**src/rtl/sdaPkg.sv**
```systemverilog
package sdaPkg;

  localparam logic [1:0] SD_ZERO = 2'b00;
  localparam logic [1:0] SD_POS  = 2'b01;
  localparam logic [1:0] SD_NEG  = 2'b10;

  // Per-position strobes from control to datapath
  typedef struct packed {
    logic pairPlus2;
    logic pairMinus2;
    logic pairPlus1;
    logic pairMinus1;
    logic lowNeg;
  } sdaStrobe_t;

  function automatic logic signed [1:0] sdDecode(input logic [1:0] code);
    case (code)
      2'b01:   return 2'sd1;
      2'b10:   return -2'sd1;
      default: return 2'sd0;
    endcase
  endfunction

  function automatic logic [1:0] sdEncode(input logic signed [2:0] val);
    if (val == 3'sd1)       return SD_POS;
    else if (val == -3'sd1) return SD_NEG;
    else                    return SD_ZERO;
  endfunction

endpackage

```
**src/rtl/sdaControl.sv**
```systemverilog
module sdaControl
  import sdaPkg::*;
#(
  parameter int DIGITS = 8
) (
  input  logic [2*DIGITS-1:0]           xDigits,
  input  logic [2*DIGITS-1:0]           yDigits,
  output sdaStrobe_t [DIGITS-1:0]       strobes
);

  for (genvar i = 0; i < DIGITS; i++) begin : gPos
    logic signed [1:0] xVal;
    logic signed [1:0] yVal;
    logic signed [2:0] pairSum;
    logic              lowerNeg;
    sdaStrobe_t        strobe;

    assign xVal    = sdDecode(xDigits[2*i +: 2]);
    assign yVal    = sdDecode(yDigits[2*i +: 2]);
    assign pairSum = $signed({xVal[1], xVal}) + $signed({yVal[1], yVal});

    // Lookahead: position 0 has no lower neighbour
    if (i == 0) begin : gBase
      assign lowerNeg = 1'b0;
    end else begin : gLook
      assign lowerNeg = (xDigits[2*(i-1) +: 2] == SD_NEG) ||
                        (yDigits[2*(i-1) +: 2] == SD_NEG);
    end

    always_comb begin
      strobe.pairPlus2  = (pairSum == 3'sd2);
      strobe.pairMinus2 = (pairSum == -3'sd2);
      strobe.pairPlus1  = (pairSum == 3'sd1);
      strobe.pairMinus1 = (pairSum == -3'sd1);
      strobe.lowNeg     = lowerNeg;
    end

    assign strobes[i] = strobe;
  end

endmodule

```
**src/rtl/sdaDatapath.sv**
```systemverilog
module sdaDatapath
  import sdaPkg::*;
#(
  parameter int DIGITS  = 8,
  parameter bit OUT_REG = 1'b1
) (
  input  logic                    clk,
  input  logic                    rstN,
  input  sdaStrobe_t [DIGITS-1:0] strobes,
  output logic [2*DIGITS+1:0]     sumDigits
);

  localparam int SUM_BITS = 2*DIGITS + 2;

  wire [SUM_BITS-1:0] transferBits;
  wire [SUM_BITS-1:0] combSum;

  assign transferBits[1:0] = 2'b00;

  for (genvar i = 0; i < DIGITS; i++) begin : gPos
    logic signed [1:0] tOut;
    logic signed [1:0] wOut;
    logic signed [1:0] tIn;
    logic signed [2:0] finalVal;
    logic signed [3:0] splitVal;
    logic signed [3:0] pairVal;

    always_comb begin
      tOut = 2'sd0;
      wOut = 2'sd0;
      if (strobes[i].pairPlus2) begin
        tOut = 2'sd1;
      end else if (strobes[i].pairMinus2) begin
        tOut = -2'sd1;
      end else if (strobes[i].pairPlus1) begin
        if (strobes[i].lowNeg) begin
          wOut = 2'sd1;
        end else begin
          tOut = 2'sd1;
          wOut = -2'sd1;
        end
      end else if (strobes[i].pairMinus1) begin
        if (strobes[i].lowNeg) begin
          tOut = -2'sd1;
          wOut = 2'sd1;
        end else begin
          wOut = -2'sd1;
        end
      end
    end

    assign transferBits[2*(i+1) +: 2] = tOut;
    assign tIn      = $signed(transferBits[2*i +: 2]);
    assign finalVal = $signed({wOut[1], wOut}) + $signed({tIn[1], tIn});
    assign combSum[2*i +: 2] = sdEncode(finalVal);

    // Checker views: split value versus pair class
    assign splitVal = $signed({tOut[1], tOut, 1'b0}) + $signed({wOut[1], wOut[1], wOut});
    always_comb begin
      pairVal = 4'sd0;
      if (strobes[i].pairPlus2)       pairVal = 4'sd2;
      else if (strobes[i].pairMinus2) pairVal = -4'sd2;
      else if (strobes[i].pairPlus1)  pairVal = 4'sd1;
      else if (strobes[i].pairMinus1) pairVal = -4'sd1;
    end

    AST_PAIR_CONSERVE: assert property (@(posedge clk) disable iff (!rstN)
      splitVal == pairVal);
    AST_PLUS2_SPLIT: assert property (@(posedge clk) disable iff (!rstN)
      strobes[i].pairPlus2 |-> (tOut == 2'sd1 && wOut == 2'sd0));
    AST_MINUS2_SPLIT: assert property (@(posedge clk) disable iff (!rstN)
      strobes[i].pairMinus2 |-> (tOut == -2'sd1 && wOut == 2'sd0));
    AST_NO_LOWNEG_ROOM: assert property (@(posedge clk) disable iff (!rstN)
      !strobes[i].lowNeg |-> (wOut != 2'sd1));
    AST_LOWNEG_ROOM: assert property (@(posedge clk) disable iff (!rstN)
      strobes[i].lowNeg |-> (wOut != -2'sd1));
    AST_FINAL_RANGE: assert property (@(posedge clk) disable iff (!rstN)
      (finalVal >= -3'sd1) && (finalVal <= 3'sd1));
  end

  // Top digit is the transfer out of the last position
  assign combSum[SUM_BITS-1 -: 2] =
    sdEncode($signed({transferBits[SUM_BITS-1], transferBits[SUM_BITS-1 -: 2]}));

  if (OUT_REG) begin : gReg
    logic [SUM_BITS-1:0] sumReg;
    logic                primed;

    always_ff @(posedge clk or negedge rstN) begin
      if (!rstN) begin
        sumReg <= '0;
        primed <= 1'b0;
      end else begin
        sumReg <= combSum;
        primed <= 1'b1;
      end
    end

    assign sumDigits = sumReg;

    AST_REG_LATENCY: assert property (@(posedge clk) disable iff (!rstN)
      primed |-> (sumDigits == $past(combSum)));
  end else begin : gComb
    assign sumDigits = combSum;
  end

  logic [DIGITS:0] code11;
  for (genvar k = 0; k <= DIGITS; k++) begin : gCode
    assign code11[k] = (sumDigits[2*k +: 2] == 2'b11);
  end

  AST_NO_CODE11: assert property (@(posedge clk) disable iff (!rstN)
    code11 == '0);

endmodule

```
**src/rtl/sdAdder.sv**
```systemverilog
module sdAdder
  import sdaPkg::*;
#(
  parameter int DIGITS  = 8,
  parameter bit OUT_REG = 1'b1
) (
  input  logic                  clk,
  input  logic                  rstN,
  input  logic [2*DIGITS-1:0]   xDigits,
  input  logic [2*DIGITS-1:0]   yDigits,
  output logic [2*DIGITS+1:0]   sumDigits
);

  sdaStrobe_t [DIGITS-1:0] strobes;

  sdaControl #(.DIGITS(DIGITS)) uControl (
    .xDigits (xDigits),
    .yDigits (yDigits),
    .strobes (strobes)
  );

  sdaDatapath #(.DIGITS(DIGITS), .OUT_REG(OUT_REG)) uDatapath (
    .clk       (clk),
    .rstN      (rstN),
    .strobes   (strobes),
    .sumDigits (sumDigits)
  );

endmodule

```
**config.mk**
```make
export PLATFORM = sky130hd
export DESIGN_NAME = sdAdder
export DESIGN_NICKNAME = d
export VERILOG_FILES = /design/src/rtl/sdaPkg.sv /design/src/rtl/sdaControl.sv /design/src/rtl/sdaDatapath.sv /design/src/rtl/sdAdder.sv
export SDC_FILE = /design/constraint.sdc
export NUM_CORES = 1
export LEC_CHECK = 0
export BUFFER_PORTS_ARGS = -buffer_cell sky130_fd_sc_hd__buf_2
export CORE_ASPECT_RATIO = 0.6
export CORE_MARGIN = 10
export CORE_UTILIZATION = 55
export CTS_BUF_LIST = sky130_fd_sc_hd__clkbuf_16
export CTS_CLUSTER_DIAMETER = 50
export DETAILED_ROUTE_END_ITERATION = 8
export PLACE_DENSITY = 0.85
export RECOVER_POWER = 100
export SYNTH_ARGS = -nofsm -noshare
export SYNTH_HDL_FRONTEND = slang
export SYNTH_HIERARCHICAL = 1
export SYNTH_SLANG_ARGS = --single-unit
```
**constraint.sdc**
```tcl
create_clock -name clk -period 0.8 [get_ports clk]
set_input_delay 0.16 -clock clk [delete_from_list [all_inputs] [get_ports clk]]
set_output_delay 0.16 -clock clk [all_outputs]
set_load 0.01 [all_outputs]
```
==> results.ini <==
[worst_setup_path]
slowest_stage = fa_1
cp_num_cells = 15
crit_type = primary input to flop
cp.buffers_inverters = 5
worstSetupStartpointType = primary input
crit_required_ns = 0.97
end_kind = flop
crit_family = adder cells
critPathArrivalTime_ns = 2.90
startpoint = xDigits[2]
max_stage_delay_ns = 0.52
path_max_fanout = 4
path_cells = buf_8 > inv_12 > ha_4 > inv_2 > ha_4 > fa_2 > and3b_2 > buf_4 > nor2_4 > nor3_2 > ha_2 > inv_2 > fa_1 > nand2_1 > nor2_1

[place]
gp_congestion = 0.796
hpwlAfterDp_um = 4620
io_buffers = 51
dpl_cell_area_mm2 = 0.00342
dp.cells = 411

[sta]
hold_viol = 0
max_freq_mhz = 366
min_period_over_period_pct = 341
finalSetupViolations = 35
period_minus_slack_ns = 2.73
rsz0062_at_grt = true
slew_violations = 0
setup_ws_ns = -1.93

[clocking]
cts.sinks = 18
cts_buffer_depth = 2
cts_tree = done
htreeDepth = 1
clockRootBuffer = clkbuf_16
clk_pin_slew_ns = 0.05
cts_buffers = 3

[min_path]
min_path_type = primary input to async pin

[detailed_routing]
viasPerCell = 6.26
wl_per_cell_um = 25.1
vias = 2654
wl_um = 10700
drc_errors = 0
drt_iter0_drc = 288
drtAntennaViolNets = 0
firstDrtPassIters = 6

[grt]
grt_pass1_wl_um = 12400
grt_busiest_layer = met2
use_met3_pct = 4.55
grt.met2_usage_pct = 37.0
track_usage_pct = 19.5
grt_pass1_vias = 2599
gr-usage-met1_pct = 21.6
grt_max_degree = 19
antenna_found_initial = 0
overflow = 0

[final_layout]
largest_reg_flops = 18
diodes = 0
syn_to_final_growth_pct = 66.7
final_cell_count_no_fill = 424
utilization_pct = 96.9
design_area_mm2 = 0.00406
drive_gt1_share_pct = 57.4
fin_nets = 459

[floorplan]
die_area_mm2 = 0.00758
ioPinCount = 52
die_y_um = 71.6
die_w_um = 106
row_count = 18
core-area_mm2 = 0.00419
start_util_pct = 58.2

[logic_synthesis]
yosysSeqAreaShare_pct = 18.5
ys_seq_elements = 18
synth_area_mm2 = 0.00244
syn_nets = 368
synth_cells = 274
syn_area_per_cell_um2 = 8.89
ys_types = 20
yosysWarnings = 6

[power]
internal-power_uw = 3910
peakVddDrop_uv = 914
power_leakage_uw = 0.00196
switching_share_pct = 41.8
clock_power_share_pct = 14.9
pwr-share-seq_pct = 18.0
combPwrFrac_pct = 67.1
p_sw_uw = 2810
power_density_mw_per_mm2 = 1660

[run_status]
outcome = finished with violations
violations = setup timing

[run]
maxCapViolCount = 0

[logic make-up (layout without fill, tap and decap cells)]
family | after synthesis | in the layout | share of synthesized area, %
AOI/OAI and AO/OA | 9 | 9 | 2.00
adders and majority gates | 60 | 60 | 35.4
buffers and inverters | 72 | 162 | 12.3
DFF | 18 | 18 | 18.5
other | 1 | 1 | 0.154
and+or+nand+nor | 114 | 114 | 31.6
[Yosys cell counts, drive strengths merged]
cell type	count	area, µm²
a21oi	8	40.0
a31o	1	8.76
and3b	31	273
buf	8	60.1
conb	1	3.75
dfrtp	18	450
fa	15	300
ha	45	563
inv	64	240
nand2	8	30.0
nand2b	7	43.8
nand3	7	35.0
nand3b	8	60.1
nor2	23	86.3
nor3	7	35.0
nor3b	8	100
nor4	8	62.6
or2	7	43.8
[cells in the final DEF (no fill, tap or decap), types with 5 or more instances in the layout]
cell / netlist / final
buf_4: 8 / 41
buf_6: 0 / 33
inv_1: 64 / 26
ha_4: 0 / 26
and3b_1: 30 / 22
inv_2: 0 / 20
dfrtp_1: 18 / 18
ha_1: 45 / 16
nor2_1: 23 / 16
buf_2: 0 / 10
and3b_2: 1 / 9
fa_1: 15 / 9
buf_8: 0 / 8
nor3b_4: 0 / 8
nand3b_1: 8 / 8
nand2_1: 8 / 8
inv_6: 0 / 7
or2_1: 7 / 7
inv_12: 0 / 6
fa_2: 0 / 6
a21oi_1: 8 / 6
nand2b_1: 7 / 6
nand3_1: 7 / 5
[power groups by stage]
| stage | sequential [µW] | combinational, µW | clock [µW] |
|---|---|---|---|
| 3_3_place_gp | 1180 | 2890 | 0 |
| 2_1_floorplan | 1280 | 1960 | 0 |
| 5_1_grt | 1220 | 4700 | 1040 |
| 6_report | 1210 | 4520 | 1000 |
| 3_5_place_dp | 1190 | 3060 | 0 |
| 4_1_cts | 1180 | 3410 | 978 |
[metrics by stage]
stage | hold WS, ns | worst slack (ns) | setup TNS (ns) | power [µW]
6_report | 0.399 | -1.93 | -30.87 | 6730
4_1_cts | 0.368 | -1.69 | -27.13 | 5560
5_1_grt | 0.434 | -2.00 | -31.67 | 6960
3_5_place_dp | 0.0943 | -2.09 | -31.02 | 4250
3_3_place_gp | 0.0939 | -1.97 | -29.80 | 4070
2_1_floorplan | -0.136 | -1.75 | -25.31 | 3230
[cell type report]
type                    instances  area [µm²]
repair buffers                 94         865
well taps                      60        75.1
fillers                        73         129
flip-flops and latches         18         450
clock buffers                   3        75.1
clock inverters                 1        3.75
multi-input cells             184        2220
inverters                      64         368
[layer usage]
metal / routed length [µm] / up-vias
li1: - / 1059
met4: 755 / 0
met2: 5210 / 248
met1: 3640 / 1263
met3: 1040 / 84
met5: 0 / -
[final timing paths]
check	end
worst max-delay path	uDatapath/sumDigits[2]$_DFF_PN0_
min in group clk	uDatapath/sumDigits[17]$_DFF_PN0_
worst min-delay path	uDatapath/sumDigits[0]$_DFF_PN0_
max in group asynchronous	uDatapath/sumDigits[10]$_DFF_PN0_
[what timing repair did]
| action | 4_1_cts | 5_1_grt |
|---|---|---|
| gates resized for setup | 82 | 38 |
| endpoints found under the setup margin | 35 | 35 |
| pin swaps | 31 | 7 |
| setup buffers | 4 | 5 |
| hold endpoints to repair | 18 | 0 |
| hold buffers | 1 | 0 |
Power figures use the tool's default switching activity.
